[config.mk]
export PLATFORM = sky130hd
export DESIGN_NAME = tc_addsub_unit
export DESIGN_NICKNAME = d
export VERILOG_FILES = /design/src/rtl/tcu_pkg.sv /design/src/rtl/tcu_operand_mux.sv /design/src/rtl/tcu_ripple_adder.sv /design/src/rtl/tcu_flag_unit.sv /design/src/rtl/tcu_sign_ext.sv /design/src/rtl/tc_addsub_unit.sv
export SDC_FILE = /design/constraint.sdc
export NUM_CORES = 1
export LEC_CHECK = 0
export BUFFER_PORTS_ARGS = -buffer_cell sky130_fd_sc_hd__buf_2
export CELL_PAD_IN_SITES_DETAIL_PLACEMENT = 1
export CELL_PAD_IN_SITES_GLOBAL_PLACEMENT = 2
export CORE_MARGIN = 3
export CORE_UTILIZATION = 26
export DETAILED_ROUTE_END_ITERATION = 6
export PLACE_DENSITY = 0.93
export SYNTH_ARGS = -nofsm -noshare
export SYNTH_HDL_FRONTEND = slang
export SYNTH_SLANG_ARGS = --single-unit
[constraint.sdc]
create_clock -name vclk -period 10.29
set_input_delay 1.5435 -clock vclk [all_inputs]
set_output_delay 1.5435 -clock vclk [all_outputs]
set_load 0.05 [all_outputs]
[src/rtl/tcu_pkg.sv]
package tcu_pkg;

  typedef enum logic [1:0] {
    OP_ADD  = 2'b00,
    OP_SUB  = 2'b01,
    OP_NEG  = 2'b10,
    OP_ZERO = 2'b11
  } tcu_op_e;

endpackage

[src/rtl/tcu_operand_mux.sv]
// Chooses the two adder inputs and the carry-in for each operation.
module tcu_operand_mux
  import tcu_pkg::*;
#(
  parameter int N = 8
) (
  input  tcu_op_e        op,
  input  logic [N-1:0]   opd_a,
  input  logic [N-1:0]   opd_b,
  output logic [N-1:0]   add_x,
  output logic [N-1:0]   add_y,
  output logic           add_cin
);

  logic [N-1:0] a_inv;
  logic [N-1:0] b_inv;

  // Complement path: one inverter per bit
  genvar gi;
  generate
    for (gi = 0; gi < N; gi++) begin : g_inv
      assign a_inv[gi] = ~opd_a[gi];
      assign b_inv[gi] = ~opd_b[gi];
    end
  endgenerate

  always_comb begin
    add_x   = '0;
    add_y   = '0;
    add_cin = 1'b0;
    unique case (op)
      OP_ADD: begin
        add_x   = opd_a;
        add_y   = opd_b;
        add_cin = 1'b0;
      end
      OP_SUB: begin
        add_x   = opd_a;
        add_y   = b_inv;
        add_cin = 1'b1;
      end
      OP_NEG: begin
        add_x   = a_inv;
        add_y   = '0;
        add_cin = 1'b1;
      end
      OP_ZERO: begin
        add_x   = '0;
        add_y   = '0;
        add_cin = 1'b0;
      end
    endcase
  end

endmodule

[src/rtl/tcu_ripple_adder.sv]
// N-bit ripple-carry adder. The carry out of the top bit is never formed.
module tcu_ripple_adder #(
  parameter int N = 8
) (
  input  logic [N-1:0] x,
  input  logic [N-1:0] y,
  input  logic         cin,
  output logic [N-1:0] sum
);

  logic [N-1:0] carry;

  assign carry[0] = cin;

  genvar gi;
  generate
    for (gi = 0; gi < N; gi++) begin : g_bit
      assign sum[gi] = x[gi] ^ y[gi] ^ carry[gi];
      if (gi < N - 1) begin : g_carry
        assign carry[gi+1] = (x[gi] & y[gi]) | (carry[gi] & (x[gi] ^ y[gi]));
      end
    end
  endgenerate

endmodule

[src/rtl/tcu_flag_unit.sv]
// Signed overflow detection for each operation.
module tcu_flag_unit
  import tcu_pkg::*;
#(
  parameter int N = 8
) (
  input  tcu_op_e      op,
  input  logic [N-1:0] opd_a,
  input  logic         x_msb,
  input  logic         y_msb,
  input  logic         sum_msb,
  output logic         ovf
);

  logic a_nonzero;
  logic same_sign_in;
  logic sign_moved;

  assign a_nonzero    = |opd_a;
  assign same_sign_in = ~(x_msb ^ y_msb);
  assign sign_moved   = sum_msb ^ x_msb;

  always_comb begin
    ovf = 1'b0;
    unique case (op)
      // Operands of like sign and a result of the other sign
      OP_ADD, OP_SUB: ovf = same_sign_in & sign_moved;
      // A nonzero input whose sign bit fails to flip
      OP_NEG:         ovf = a_nonzero & ~(sum_msb ^ opd_a[N-1]);
      OP_ZERO:        ovf = 1'b0;
    endcase
  end

endmodule

[src/rtl/tcu_sign_ext.sv]
module tcu_sign_ext #(
  parameter int N = 8,
  parameter int W = 2 * N
) (
  input  logic [N-1:0] narrow,
  output logic [W-1:0] wide
);

  genvar gi;
  generate
    for (gi = 0; gi < W; gi++) begin : g_bit
      if (gi < N) begin : g_copy
        assign wide[gi] = narrow[gi];
      end else begin : g_sign
        assign wide[gi] = narrow[N-1];
      end
    end
  endgenerate

endmodule

[src/rtl/tc_addsub_unit.sv]
module tc_addsub_unit
  import tcu_pkg::*;
#(
  parameter int N = 8,
  localparam int W = 2 * N
) (
  input  logic [N-1:0] opd_a,
  input  logic [N-1:0] opd_b,
  input  logic [1:0]   op_sel,
  output logic [N-1:0] result,
  output logic         ovf,
  output logic [W-1:0] result_wide
);

  tcu_op_e      op;
  logic [N-1:0] add_x;
  logic [N-1:0] add_y;
  logic         add_cin;
  logic [N-1:0] sum;
  logic         ovf_raw;
  logic         zero_op;

  assign op      = tcu_op_e'(op_sel);
  assign zero_op = (op == OP_ZERO);

  tcu_operand_mux #(.N(N)) u_mux (
    .op      (op),
    .opd_a   (opd_a),
    .opd_b   (opd_b),
    .add_x   (add_x),
    .add_y   (add_y),
    .add_cin (add_cin)
  );

  tcu_ripple_adder #(.N(N)) u_add (
    .x   (add_x),
    .y   (add_y),
    .cin (add_cin),
    .sum (sum)
  );

  tcu_flag_unit #(.N(N)) u_flag (
    .op      (op),
    .opd_a   (opd_a),
    .x_msb   (add_x[N-1]),
    .y_msb   (add_y[N-1]),
    .sum_msb (sum[N-1]),
    .ovf     (ovf_raw)
  );

  assign result = zero_op ? '0 : sum;
  assign ovf    = zero_op ? 1'b0 : ovf_raw;

  tcu_sign_ext #(.N(N), .W(W)) u_ext (
    .narrow (result),
    .wide   (result_wide)
  );

endmodule

==> run_results.csv, run 1 <==
group,metric,value,unit
worst_setup_path,path_depth,16,
power,power_frac_seq,0,
routing,drt_iter0_markers,6,
power,ir_drop,0.0712,mV
worst_setup_path,cpLargestDelayFamily,"adder cells",
synth,syn-num-nets,111,
synth,synth_top_family_by_area,"adder cells",
synth,synth_seq_area_share,0,
worst_hold_path,hp-class,"input port to output pin",
cells_and_area,n_fill_cell,295,
worst_setup_path,cp_num_buf_inv,4,
clock_network,hold_buffers,0,
timing,slew_headroom,0.693,
routing,routed_via_density,4.51,
cells_and_area,seqCellArea,0,um2
routing,avgRoutedWirePerCell,13.3,um
timing,hold_viol_final,0,
timing,timing.fmax,0.126,GHz
power,power_density,173,nW/um2
die,die_area,3290,um2
worst_setup_path,startpoint_type,"input port",
timing,setup-tns-final,0,ns
cells_and_area,postLayoutCoreUtil,0.337,
clock_network,cts-resized-gates,0,
power,power_switching,0.107,mW
grt,grt_antenna_before_repair,0,
synth,ys_types,26,
cells_and_area,syn_to_final_growth,16.1,%
synth,synth_xor_area_frac,0.0584,
die,dieHeight,57.4,um
cells_and_area,final_area,796,um2
cells_and_area,final_nets,137,
cells_and_area,post_route_cells_drive_above_1_share,0.491,
worst_setup_path,critPathArrivalTime,6.39,ns
grt,grt_pass1_vias,636,
die,num_rows,17,
die,io_pins,43,
power,clockPowerShare,0,
synth,synthAdderAreaFrac,0.277,
outcome,status,"completed",
die,fp.dieW,57.4,um
place,gp_congestion,0.771,
cells_and_area,n_clock_buffer,0,
worst_setup_path,critical_path.cell_chain,"buf_2, inv_1, ha_1, nor2_1, mux2_2, fa_1, fa_1, fa_1, fa_1, fa_1, inv_1, fa_1, fa_1, xnor3_1, nor2_1, buf_2",
routing,drt_first_pass_iters,3,
place,post-dp-hpwl,1640,um
cells_and_area,seq_cell_count,0,
timing,holdWs,3.60,ns
worst_setup_path,cp_slowest_cell,"fa_1",
cells_and_area,diodes,0,
worst_setup_path,slowest_delay,0.43,ns
timing,period_minus_slack,7.93,ns
power,p_int,0.0307,mW
worst_setup_path,critPathMaxFanout,11,
die,start_util,0.290,
cells_and_area,multiInputGateArea,534,um2
synth,yosys-top-cells-area,"fa_1, buf_4, ha_1",
power,leakagePower,0.417,nW
timing,rsz0062_at_grt,"false",
place,placed_area,796,um2
synth,synth_compound_area_frac,0.0894,
worst_hold_path,hold_path_depth,4,
power,swShare,0.777,
timing,drv_slew,0,
synth,syn_area,686,um2
synth,netlist_instances,82,
synth,synth-simple-area-share,0.245,
grt,grt_max_degree,14,
synth,syn_avg_cell_area,8.36,um2
synth,yosysWarnings,0,
synth,synthMuxAreaShare,0.109,
worst_setup_path,worstSetupPathType,"input port to output pin",
grt,grt_usage,0.109,
place,io_buffers,43,
synth,synth_top_area_cell,"fa_1",
grt,grt_pass1_wl,2980,um
worst_setup_path,required,8.75,ns
routing,drc,0,
grt,overflow,0,
clock_network,postCtsSetupBuffers,0,
worst_setup_path,cp_common_cell,"fa_1",
timing,worst_slew_pin_slew,0.461,ns
power,combPwrFrac,1.000,
timing,setup_violations,0,
synth,synth_top_area_frac,0.204,
worst_setup_path,endpoint_kind,"output pin",
routing,routed_wl,1790,um
power,total_power,0.138,mW
routing,ant_nets,0,
die,core,2360,um2
job,maxCapViolCount,0,
routing,vias,604,
timing,period_share,0.771,
-- per-stage QoR --
stage | setup WS, ns | instances
2_1_floorplan | 2.36 | 82
5_1_grt | 2.01 | 134
3_5_place_dp | 2.33 | 134
4_1_cts | 2.31 | 134
6_report | 2.36 | 134
3_3_place_gp | 2.59 | 134
-- power groups by stage --
stage | Sequential [mW] | Clock, mW | Combinational [mW]
2_1_floorplan | 0 | 0 | 0.128
3_3_place_gp | 0 | 0 | 0.136
3_5_place_dp | 0 | 0 | 0.139
4_1_cts | 0 | 0 | 0.139
5_1_grt | 0 | 0 | 0.146
6_report | 0 | 0 | 0.138
-- per-layer routing --
metal	part of all wire	global-route usage	wire length, um	up-vias
li1	-	-	-	301
met1	0.39	0.136	706	285
met2	0.55	0.206	976	16
met3	0.041	0.00452	74	2
met4	0.017	0.0166	31	0
met5	0	0	0	-
-- logic make-up (layout without fill, tap and decap cells) --
logic type / after synthesis / in the layout
AO/OA/AOI/OAI: 8 / 8
AND/OR/NAND/NOR: 31 / 31
XOR/XNOR: 3 / 3
buffers and inverters: 22 / 46
multiplexers: 7 / 7
adder cells (fa/ha/maj): 11 / 11
-- placed cells by master, fill, tap and decap left out, types with 3 or more instances in the layout --
master / count
nand2_1: 10
buf_2: 43
o21ai_0: 3
fa_1: 7
mux2i_1: 3
ha_1: 4
nor2b_1: 5
a21oi_1: 3
inv_1: 3
mux2_2: 4
nor2_1: 8
-- layout make-up --
type | count | share of cell area
Multi-Input combinational cell | 60 | 0.671
Inverter | 3 | 0.0142
Tap cell | 28 | 0.0440
Timing Repair Buffer | 43 | 0.270
-- worst min-delay path: stages --
cell and delay (ns):
buf_2 0.13, nand4_1 0.09, o221ai_2 0.08, buf_2 0.21
-- path summary, 6_finish.rpt --
kind / startpoint / to
hold / removal: opd_a[7] / ovf
setup / recovery: op_sel[0] / result_wide[12]
-- Yosys cell counts (all sizes together) --
library cell  count
mux2              4
nor4              2
nor2              8
a21oi             3
xor2              1
o221ai            1
o21ai             4
or4               1
xnor2             1
nand2b            2
nand2            11
xnor3             1
nand4             1
buf              18
mux2i             3
ha                4
fa                7
nor2b             5
clkbuf            1
inv               3
nand3b            1
No activity file was read; power rests on OpenSTA's default activity.
==> run 2, diff against run 1 <==
- ABC_AREA: unset -> 1
- CORE_UTILIZATION: 26 -> 22
- PLACE_DENSITY: 0.93 -> 0.86
- clock period: 10.29 -> 8 ns (I/O delays scaled with it)
==> run_results.csv, run 2 <==
group,metric,value,unit
die,fp.dieW,63.3,um
cells_and_area,final_cells,182,
timing,setup_violations,0,
worst_hold_path,min_to,"ovf",
grt,grt_pass1_vias,784,
routing,drt_iter0_markers,4,
clock_network,cts-resized-gates,0,
grt,grt_pass1_wl,3260,um
cells_and_area,mostFrequentLayoutCells,"buf_2, nand2_1, nor2_1",
synth,syn_area,722,um2
synth,synth_seq_area_share,0,
worst_setup_path,required,6.80,ns
job,maxCapViolCount,0,
routing,avgRoutedWirePerCell,10.7,um
timing,timing.fmax,0.148,GHz
worst_setup_path,endpoint_kind,"output pin",
cells_and_area,seqCellArea,0,um2
synth,yosysWarnings,0,
timing,slew_headroom,0.653,
timing,hold_viol_final,0,
cells_and_area,seq_cell_count,0,
routing,routed_via_density,4.10,
power,ir_drop,0.0387,mV
worst_setup_path,worstSetupPathType,"input port to output pin",
grt,overflow,0,
cells_and_area,syn_to_final_growth,17.7,%
routing,vias,747,
timing,period_share,0.845,
routing,drc,0,
synth,synth_top_area_frac,0.194,
cells_and_area,post_route_cells_drive_above_1_share,0.406,
synth,synth_top_area_cell,"fa_1",
place,dpl.cell_count,182,
cells_and_area,n_clock_buffer,0,
worst_setup_path,slowest_delay,0.49,ns
timing,drv_slew,0,
cells_and_area,layout_commonest_cell,"buf_2",
outcome,status,"completed",
die,core,3100,um2
cells_and_area,diodes,0,
worst_hold_path,hp-class,"input port to output pin",
die,io_pins,43,
cells_and_area,n_fill_cell,443,
place,post-dp-hpwl,1740,um
cells_and_area,final_nets,169,
timing,period_minus_slack,6.76,ns
synth,yosysMostFrequentCell,"nand2_1",
clock_network,hold_buffers,0,
worst_setup_path,startpoint_type,"input port",
die,die_area,4000,um2
grt,grt_usage,0.0961,
timing,setup-tns-final,0,ns
worst_setup_path,cp_common_cell,"fa_1",
routing,ant_nets,0,
synth,syn_avg_cell_area,6.39,um2
synth,syn-num-nets,142,
clock_network,postCtsSetupBuffers,0,
routing,drt_first_pass_iters,2,
routing,routed_wl,1940,um
place,io_buffers,43,
synth,yosys-top-cells-count,"nand2_1, buf_4, nor2_1",
worst_setup_path,cp_slowest_cell,"ha_1",
synth,netlist_instances,113,
worst_setup_path,critPathArrivalTime,5.56,ns
worst_hold_path,hold_path_depth,7,
power,total_power,0.159,mW
place,gp_congestion,0.755,
timing,rsz0062_at_grt,"false",
die,start_util,0.233,
synth,ys_types,18,
cells_and_area,postLayoutCoreUtil,0.274,
worst_setup_path,critical_path.cell_chain,"buf_2, ha_1, nor2_4, nand2_1, o21ai_0, fa_1, fa_1, fa_1, fa_1, fa_1, inv_1, fa_1, fa_1, inv_1, nand3_2, nand2_2, nor2_1, buf_2",
power,power_density,187,nW/um2
timing,holdWs,3.01,ns
die,dieHeight,63.3,um
power,leakagePower,0.500,nW
die,num_rows,20,
timing,worst_slew_pin_slew,0.521,ns
grt,grt_antenna_before_repair,0,
grt,grt_max_degree,12,
synth,yosys-top-cells-area,"fa_1, buf_4, nand2_1",
worst_setup_path,critPathMaxFanout,11,
worst_setup_path,critPathLaunch,"op_sel[0]",
worst_hold_path,min_from,"opd_a[7]",
## run 2: worst max path at each step
stage / endpoint / slack, ns
after floorplan: result_wide[10] / 1.18
after global placement: result_wide[9] / 1.32
after detailed placement: result_wide[11] / 1.20
after CTS: result_wide[11] / 1.19
after global routing: result_wide[12] / 0.90
final: result_wide[9] / 1.24
## run 2: routing by layer
metal  track usage  share of wire  vias up
met3       0.00535          0.043        0
met5             0              0        -
met2         0.211           0.56       16
met4             0              0        0
met1         0.103           0.39      348
li1              -              -      383
## run 2: cell type report
| class | count | area [um2] | share of cell area |
|---|---|---|---|
| tap | 44 | 55.1 | 0.0648 |
| multi-input combinational | 81 | 524 | 0.617 |
| inverter | 14 | 55.1 | 0.0648 |
| timing repair buffer | 43 | 215 | 0.253 |
## run 2: cell families after synthesis
family,count (synthesis),share of synthesized area
buffers and inverters,32,0.274
adder cells (fa/ha/maj),11,0.263
AND/OR/NAND/NOR,55,0.359
AO/OA/AOI/OAI,15,0.104
## run 2: metrics by stage
| stage | instance area, um2 | setup WS, ns |
|---|---|---|
| floorplan | 722 | 1.18 |
| global placement | 850 | 1.32 |
| detailed placement | 850 | 1.20 |
| CTS | 850 | 1.19 |
| global route | 850 | 0.896 |
| finish | 850 | 1.24 |
## run 2: worst max-delay path, delay by kind of cell
family	cells	cell delay (ns)
simple gates	5	0.68
buf+inv	4	0.60
compound gates	1	0.12
fa+ha+maj	8	2.96
## run 2: where the power goes
group          switching (mW)  total, mW  internal (mW)
clock                       0          0              0
sequential                  0          0              0
combinational           0.125      0.159         0.0336
total                   0.125      0.159         0.0336
